**src/rtl/an_pkg.sv**
```systemverilog
package an_pkg;
  localparam int WORD_W   = 16;
  localparam int SEL_W    = 5;
  localparam int ABIL_W   = 4;
  localparam int ABIL_LSB = 5;
  localparam int ACK_POS  = 14;
  localparam logic [SEL_W-1:0] SEL_CODE = 5'b00001;

  typedef struct packed {
    logic loadAdv;
    logic capture;
    logic runTimer;
    logic clrTimer;
    logic clrAck;
    logic incAck;
    logic txOn;
    logic ackOn;
  } anCtrl_t;

  typedef enum logic [2:0] {
    ST_OFF, ST_ABIL, ST_ACKN, ST_LINK, ST_FAIL
  } anState_t;
endpackage

```
**src/rtl/an_datapath.sv**
```systemverilog
module an_datapath
  import an_pkg::*;
#(
  parameter logic [ABIL_W-1:0] ADV_RESET = 4'b1111,
  parameter int TIMEOUT_CYC = 2000,
  parameter int ACK_NEEDED  = 3
) (
  input  logic              clk,
  input  logic              rstN,
  input  anCtrl_t           ctrl,
  input  logic              advWr,
  input  logic [ABIL_W-1:0] advData,
  input  logic [WORD_W-1:0] rxWord,
  output logic [WORD_W-1:0] txWord,
  output logic              rxSelOk,
  output logic              rxCommonNz,
  output logic              rxMatch,
  output logic              rxAck,
  output logic              ackLast,
  output logic              timeout,
  output logic              dpSpeed100,
  output logic              dpFull
);
  localparam int TMR_W = $clog2(TIMEOUT_CYC + 1);
  localparam int ACK_W = $clog2(ACK_NEEDED + 1);
  localparam logic [WORD_W-1:0] ACK_MASK = {{(WORD_W-1){1'b0}}, 1'b1} << ACK_POS;

  logic [ABIL_W-1:0] advReg;
  logic [ABIL_W-1:0] txAbility;
  logic [WORD_W-1:0] partnerContent;
  logic [TMR_W-1:0]  timer;
  logic [ACK_W-1:0]  ackCnt;
  logic [ABIL_W-1:0] common;
  logic [WORD_W-1:0] rxContent;
  logic [1:0]        bestIdx;

  assign rxSelOk    = rxWord[SEL_W-1:0] == SEL_CODE;
  assign common     = txAbility & rxWord[ABIL_LSB +: ABIL_W];
  assign rxCommonNz = |common;
  assign rxContent  = rxWord & ~ACK_MASK;
  assign rxMatch    = rxContent == partnerContent;
  assign rxAck      = rxWord[ACK_POS];
  assign ackLast    = ackCnt == ACK_W'(ACK_NEEDED - 1);
  assign timeout    = timer == TMR_W'(TIMEOUT_CYC - 1);

  // priority pick: later (higher) index wins
  always_comb begin
    bestIdx = 2'd0;
    for (int i = 0; i < ABIL_W; i++) begin
      if (common[i]) bestIdx = 2'(i);
    end
  end

  always_comb begin
    txWord = '0;
    if (ctrl.txOn) begin
      txWord[SEL_W-1:0]            = SEL_CODE;
      txWord[ABIL_LSB +: ABIL_W]   = txAbility;
      txWord[ACK_POS]              = ctrl.ackOn;
    end
  end

  always_ff @(posedge clk or negedge rstN) begin
    if (!rstN) begin
      advReg         <= ADV_RESET;
      txAbility      <= ADV_RESET;
      partnerContent <= '0;
      dpSpeed100     <= 1'b0;
      dpFull         <= 1'b0;
    end else begin
      if (advWr) advReg <= advData;
      if (ctrl.loadAdv) txAbility <= advReg;
      if (ctrl.capture) begin
        partnerContent <= rxContent;
        dpSpeed100     <= bestIdx[1];
        dpFull         <= bestIdx[0];
      end
    end
  end

  always_ff @(posedge clk or negedge rstN) begin
    if (!rstN) begin
      timer  <= '0;
      ackCnt <= '0;
    end else begin
      if (ctrl.clrTimer)      timer <= '0;
      else if (ctrl.runTimer) timer <= timer + 1'b1;
      if (ctrl.clrAck)        ackCnt <= '0;
      else if (ctrl.incAck)   ackCnt <= ackCnt + 1'b1;
    end
  end
endmodule

```
**src/rtl/an_control.sv**
```systemverilog
module an_control
  import an_pkg::*;
#(
  parameter int NUM_TRIG = 6
) (
  input  logic                clk,
  input  logic                rstN,
  input  logic                anEnable,
  input  logic                restartWr,
  input  logic [NUM_TRIG-1:0] trigIn,
  input  logic                rxValid,
  input  logic                rxSelOk,
  input  logic                rxCommonNz,
  input  logic                rxMatch,
  input  logic                rxAck,
  input  logic                ackLast,
  input  logic                timeout,
  output anCtrl_t             ctrl,
  output logic                linkUp,
  output logic                resolveFail
);
  anState_t state, nxt;
  logic restartEv;
  logic rxGood;

  assign restartEv = restartWr | (|trigIn);
  assign rxGood    = rxValid & rxSelOk;

  always_comb begin
    nxt           = state;
    ctrl          = '0;
    ctrl.txOn     = (state == ST_ABIL) || (state == ST_ACKN);
    ctrl.ackOn    = state == ST_ACKN;
    ctrl.runTimer = ctrl.txOn;
    if (!anEnable) begin
      nxt = ST_OFF;
    end else if (state == ST_OFF || restartEv) begin
      nxt          = ST_ABIL;
      ctrl.loadAdv = 1'b1;
      ctrl.clrTimer = 1'b1;
      ctrl.clrAck  = 1'b1;
    end else begin
      unique case (state)
        ST_ABIL: begin
          if (rxGood) begin
            ctrl.capture  = 1'b1;
            ctrl.clrTimer = 1'b1;
            ctrl.clrAck   = 1'b1;
            nxt = rxCommonNz ? ST_ACKN : ST_FAIL;
          end else if (timeout) begin
            ctrl.clrTimer = 1'b1;
          end
        end
        ST_ACKN: begin
          if (rxGood) begin
            ctrl.clrTimer = 1'b1;
            if (!rxMatch) begin
              ctrl.clrAck = 1'b1;
              nxt = ST_ABIL;
            end else if (rxAck) begin
              ctrl.incAck = 1'b1;
              if (ackLast) nxt = ST_LINK;
            end
          end else if (timeout) begin
            ctrl.clrTimer = 1'b1;
            ctrl.clrAck   = 1'b1;
            nxt = ST_ABIL;
          end
        end
        default: nxt = state;
      endcase
    end
  end

  always_ff @(posedge clk or negedge rstN) begin
    if (!rstN) state <= ST_OFF;
    else       state <= nxt;
  end

  assign linkUp      = state == ST_LINK;
  assign resolveFail = state == ST_FAIL;
endmodule

```
**src/rtl/autoneg_arbiter.sv**
```systemverilog
module autoneg_arbiter
  import an_pkg::*;
#(
  parameter int NUM_TRIG    = 6,
  parameter int TIMEOUT_CYC = 2000,
  parameter int ACK_NEEDED  = 3,
  parameter logic [3:0] ADV_RESET = 4'b1111
) (
  input  logic                clk,
  input  logic                rstN,
  input  logic                anEnable,
  input  logic                restartWr,
  input  logic [NUM_TRIG-1:0] trigIn,
  input  logic                advWr,
  input  logic [3:0]          advData,
  input  logic                rxValid,
  input  logic [15:0]         rxWord,
  output logic                txActive,
  output logic [15:0]         txWord,
  output logic                linkUp,
  output logic                modeSpeed100,
  output logic                modeFullDuplex,
  output logic                resolveFail
);
  anCtrl_t ctrl;
  logic rxSelOk, rxCommonNz, rxMatch, rxAck, ackLast, timeout;
  logic dpSpeed100, dpFull;

  an_control #(.NUM_TRIG(NUM_TRIG)) i_ctrl (
    .clk(clk), .rstN(rstN), .anEnable(anEnable), .restartWr(restartWr),
    .trigIn(trigIn), .rxValid(rxValid), .rxSelOk(rxSelOk),
    .rxCommonNz(rxCommonNz), .rxMatch(rxMatch), .rxAck(rxAck),
    .ackLast(ackLast), .timeout(timeout), .ctrl(ctrl),
    .linkUp(linkUp), .resolveFail(resolveFail)
  );

  an_datapath #(
    .ADV_RESET(ADV_RESET), .TIMEOUT_CYC(TIMEOUT_CYC), .ACK_NEEDED(ACK_NEEDED)
  ) i_dp (
    .clk(clk), .rstN(rstN), .ctrl(ctrl), .advWr(advWr), .advData(advData),
    .rxWord(rxWord), .txWord(txWord), .rxSelOk(rxSelOk),
    .rxCommonNz(rxCommonNz), .rxMatch(rxMatch), .rxAck(rxAck),
    .ackLast(ackLast), .timeout(timeout), .dpSpeed100(dpSpeed100),
    .dpFull(dpFull)
  );

  assign txActive       = ctrl.txOn;
  assign modeSpeed100   = linkUp & dpSpeed100;
  assign modeFullDuplex = linkUp & dpFull;
endmodule

```
**config.mk**
```make
export PLATFORM = sky130hd
export DESIGN_NAME = autoneg_arbiter
export DESIGN_NICKNAME = d
export VERILOG_FILES = /design/src/rtl/an_pkg.sv /design/src/rtl/an_datapath.sv /design/src/rtl/an_control.sv /design/src/rtl/autoneg_arbiter.sv
export SDC_FILE = /design/constraint.sdc
export NUM_CORES = 1
export LEC_CHECK = 0
export BUFFER_PORTS_ARGS = -buffer_cell sky130_fd_sc_hd__buf_2
export CORE_MARGIN = 2
export CORE_UTILIZATION = 49
export CTS_CLUSTER_SIZE = 25
export DETAILED_ROUTE_END_ITERATION = 8
export PLACE_DENSITY = 0.74
export SYNTH_ARGS = -nofsm -noshare
export SYNTH_HDL_FRONTEND = slang
export SYNTH_SLANG_ARGS = --single-unit
export TNS_END_PERCENT = 50
```
**constraint.sdc**
```tcl
create_clock -name clk -period 1.49 [get_ports clk]
set_input_delay 0.298 -clock clk [delete_from_list [all_inputs] [get_ports clk]]
set_output_delay 0.298 -clock clk [all_outputs]
set_load 0.02 [all_outputs]
```
==> out/qor.txt <==
=========================================================================================
Wire length of the first global-routing pass ...............................     9.673 mm
Initial detailed-routing violation count ...................................          121
Die Span X .................................................................     74.17 µm
Clk pin slew, worst setup/hold paths .......................................      0.09 ns
Post-synth EDFFs ...........................................................            0
CTS Root Buffer Type ....................................................... sky130_fd_sc_hd__clkbuf_8
GP Congestion ..............................................................       0.8013
Number of fill cells in the layout .........................................          313
Area of the core ...........................................................     4723 µm²
FF+latch area ..............................................................     1040 µm²
Number of global-route vias before repair ..................................         2088
Top cell types by occurrence after synthesis ............................... 33 x sky130_fd_sc_hd__dfrtp_1, 17 x sky130_fd_sc_hd__xnor2_1, 15 x sky130_fd_sc_hd__mux2_2
Fin Clk Skew ...............................................................   0.01054 ns
Count of unique library cells instantiated by Yosys ........................           55
Proportion of register bits with asynchronous set or reset after synthesis .        1.000
Timing-limited maximum frequency ...........................................    545.9 MHz
Number of buffers added on ports ...........................................           42
Register-to-register setup slack ...........................................     -0.28 ns
Setup repair after global routing missed its margin ........................          yes
Share of synthesized area occupied by flip-flops and latches ...............       0.4295
DRC errors left ............................................................            0
Gate power share ...........................................................        0.204
Most area-hungry cell type in the Yosys netlist ............................ sky130_fd_sc_hd__dfrtp_1
Classification of the worst setup path .....................................      reg2out
Area grow syn2layout .......................................................       48.24%
Power density cells ........................................................ 688.6 nW/µm²
Cell Count Post-Placement ..................................................          373
Share of post-route cells with drive strength above 1 ......................       0.5697
TritonCTS clock tree .......................................................        built
Post-synthesis cell area ...................................................     2412 µm²
Max VDD drop ...............................................................    0.6516 mV
Required time of the critical path .........................................      1.19 ns
Largest driver fanout on the critical path .................................            6
Mapped Cells ...............................................................          224
Number of placement rows ...................................................           25
Height of the die ..........................................................     74.17 µm
Cell types with the largest area share after synthesis ..................... sky130_fd_sc_hd__dfrtp_1 34%, sky130_fd_sc_hd__dfstp_2 8.7%, sky130_fd_sc_hd__mux2_2 7.0%
Number of vias in the routed layout ........................................         2126
Path type of the worst min-delay path ......................................       in2reg
Number of warnings reported in the yosys synthesis log .....................            0
Clock network fraction of total power ......................................        0.310
Status ..................................................................... finished with violations
Sequential share of power ..................................................        0.486
Summed area of non-filler cells in the final layout ........................     3576 µm²
Setup TNS Final ............................................................    -6.982 ns
Proportion of total power due to net switching .............................       0.2669
Critical Path Source ....................................................... i_ctrl.state[0]
Share of Yosys cell area claimed by the top area cell type .................       0.3423
Worst-case hold path end point ............................................. i_dp.advReg[0]
Longest Clk Path Bufs ......................................................            2
Ant. Diodes ................................................................            0
Post-Place Cell Area .......................................................     3093 µm²
Switching power ............................................................     657.2 µW
CTS H-tree lvls ............................................................            2
Internal power consumption .................................................      1805 µW
Max-cap violations .........................................................            0
Final cell utilization of the core .........................................       0.7571
PnR worst setup slack ......................................................   -0.3418 ns
Syn_area_per_cell ..........................................................    10.77 µm²
Maximum number of pins on one net before global-route repair ...............           42
Instance count along the most critical hold path ...........................            2
Detail-routed net length per standard cell .................................     15.68 µm
Starting Density ...........................................................       0.5107
Worst r2r dst .............................................................. i_dp.timer[9]
Router iterations before antenna repair ....................................            4
Cts bufs inserted ..........................................................            5
Fin cells ..................................................................          404
Count of nets left with antenna violations after detail routing ............            0
Post-layout min period .....................................................     1.832 ns
Area of combinational cells with multiple inputs ...........................     1480 µm²
Count of pins on the block boundary ........................................           53
Slew Viols, Final ..........................................................            0
DIE AREA ...................................................................     5500 µm²
Most instantiated library cell after synthesis ............................. sky130_fd_sc_hd__dfrtp_1
Worst Reg2Reg Path Length in Cells .........................................            8
Number of sinks on the clock net ...........................................           41
Source of the worst hold timing path .......................................   advData[0]
Final worst path period share ..............................................        1.229
Post-detailed-routing wire length ..........................................     6.336 mm
#FFs+latches synth .........................................................           41
Primary flip-flop cell chosen by synthesis mapping ......................... sky130_fd_sc_hd__dfrtp_1
Leakage component of the power .............................................  0.001652 µW
Critical R2R Launch ........................................................ i_ctrl.state[0]
Final Hold Viols ...........................................................            0
Global router's overall resource usage .....................................       0.2339
Global-route congestion overflow total .....................................            0
Avg Vias per Cell ..........................................................        5.262
Antenna violations before repair ...........................................            0
Number of nets in the final layout .........................................          370
Finish-stage setup viols ...................................................           42
Violated checks ............................................................ setup timing
Half-perimeter wire length of the detailed placement result ................     3.998 mm
Type of element capturing the critical path ................................ primary output
Startpoint types ...........................................................    flip-flop
Insertion delay of the later-clocked pin in the worst-skew pair ............      0.30 ns
Arrival time at the worst endpoint .........................................      1.53 ns
=========================================================================================
## final cells by class
type	instances	area share
Clock buffer	7	0.02414
Clock inverter	1	0.002099
Inverter	5	0.005948
Multi-Input combinational cell	172	0.4139
Sequential cell	41	0.2908
Tap cell	67	0.02344
Timing Repair Buffer	111	0.2397
## worst max-delay path: stages (launching register included)
cell and delay [ns]:
sky130_fd_sc_hd__dfrtp_2 0.43, sky130_fd_sc_hd__and2b_2 0.27, sky130_fd_sc_hd__o21ai_4 0.19, sky130_fd_sc_hd__inv_4 0.08, sky130_fd_sc_hd__and2_4 0.15, sky130_fd_sc_hd__buf_6 0.12
## worst max-delay path by stage
| stage | endpoint | cells after the start |
|---|---|---|
| after floorplan | i_dp.dpSpeed100 | 6 |
| after global placement | i_dp.partnerContent[8] | 6 |
| after detailed placement | i_dp.partnerContent[5] | 6 |
| after CTS | txWord[6] | 5 |
| after global routing | txWord[6] | 5 |
| final | txWord[8] | 5 |
## power by group through the flow
stage | clock network [µW] | registers [µW] | logic, µW
4_1_cts | 780 | 1200 | 474
3_5_place_dp | 0 | 1220 | 413
3_3_place_gp | 0 | 1220 | 406
2_1_floorplan | 0 | 1210 | 234
6_report | 764 | 1200 | 503
5_1_grt | 812 | 1200 | 542
## state kept, by name (all words and copies together), names as in the netlist
| name | cells |
|---|---|
| i_ctrl.state | 3 |
| i_dp.txAbility | 4 |
| i_dp.dpSpeed100 | 1 |
| i_dp.advReg | 4 |
| i_dp.partnerContent | 15 |
| i_dp.timer | 11 |
| i_dp.dpFull | 1 |
| i_dp.ackCnt | 2 |
## what timing repair did
item,in CTS,in global routing
hold buffers,1,0
setup buffers,14,8
hold endpoints to repair,33,0
endpoints found under the setup margin,46,48
gates cloned,1,0
gates resized for setup,48,17
pin swaps,23,22
## layer usage
layer	vias up	routed length, µm	track usage
met5	-	0	0
met4	0	124	0.06061
met3	13	344	0.04743
met2	77	3171	0.4097
met1	1032	2696	0.2962
li1	1004	-	-
## through the flow
stage	total power (µW)	hold slack (ns)	setup WS, ns
global route	2555	0.2370	-0.3743
floorplan	1445	0.002409	-0.1360
CTS	2449	0.2306	-0.3274
finish	2463	0.2348	-0.3418
global placement	1622	0.2875	-0.2885
detailed placement	1631	0.2874	-0.3425
## cell families (layout without fill, tap and decap cells)
| logic type | after synthesis | in the layout | share of synthesized area |
|---|---|---|---|
| muxes | 20 | 20 | 0.09336 |
| buffers and inverters | 21 | 124 | 0.05601 |
| other | 1 | 10 | 0.001555 |
| AOI/OAI and AO/OA | 28 | 28 | 0.08714 |
| and+or+nand+nor | 87 | 88 | 0.2350 |
| adders and majority gates | 2 | 2 | 0.01037 |
| DFF | 41 | 41 | 0.4295 |
| xor gates and xnor gates | 24 | 24 | 0.08714 |
## cells in the final DEF (no fill, tap or decap), types with 3 or more instances in the layout
cell type                   n
sky130_fd_sc_hd__mux2_2    15
sky130_fd_sc_hd__clkbuf_8   6
sky130_fd_sc_hd__nand3_1    3
sky130_fd_sc_hd__nor2_1    12
sky130_fd_sc_hd__and2_4     6
sky130_fd_sc_hd__o21ai_2    3
sky130_fd_sc_hd__buf_4     55
sky130_fd_sc_hd__dfstp_2    8
sky130_fd_sc_hd__a21oi_1    5
sky130_fd_sc_hd__xor2_1     7
sky130_fd_sc_hd__nor3_4     3
sky130_fd_sc_hd__xnor2_1   15
sky130_fd_sc_hd__dfrtp_1   30
sky130_fd_sc_hd__buf_6     23
sky130_fd_sc_hd__o211ai_1   4
sky130_fd_sc_hd__dfrtp_2    3
sky130_fd_sc_hd__nand4_1    8
sky130_fd_sc_hd__buf_2     31
sky130_fd_sc_hd__mux2_4     5
sky130_fd_sc_hd__and2_1     6
sky130_fd_sc_hd__nor3_2     4
sky130_fd_sc_hd__nand2_1   11
sky130_fd_sc_hd__conb_1    10
sky130_fd_sc_hd__nor2b_1    4
Note: power is estimated with default switching activity, not from simulation.
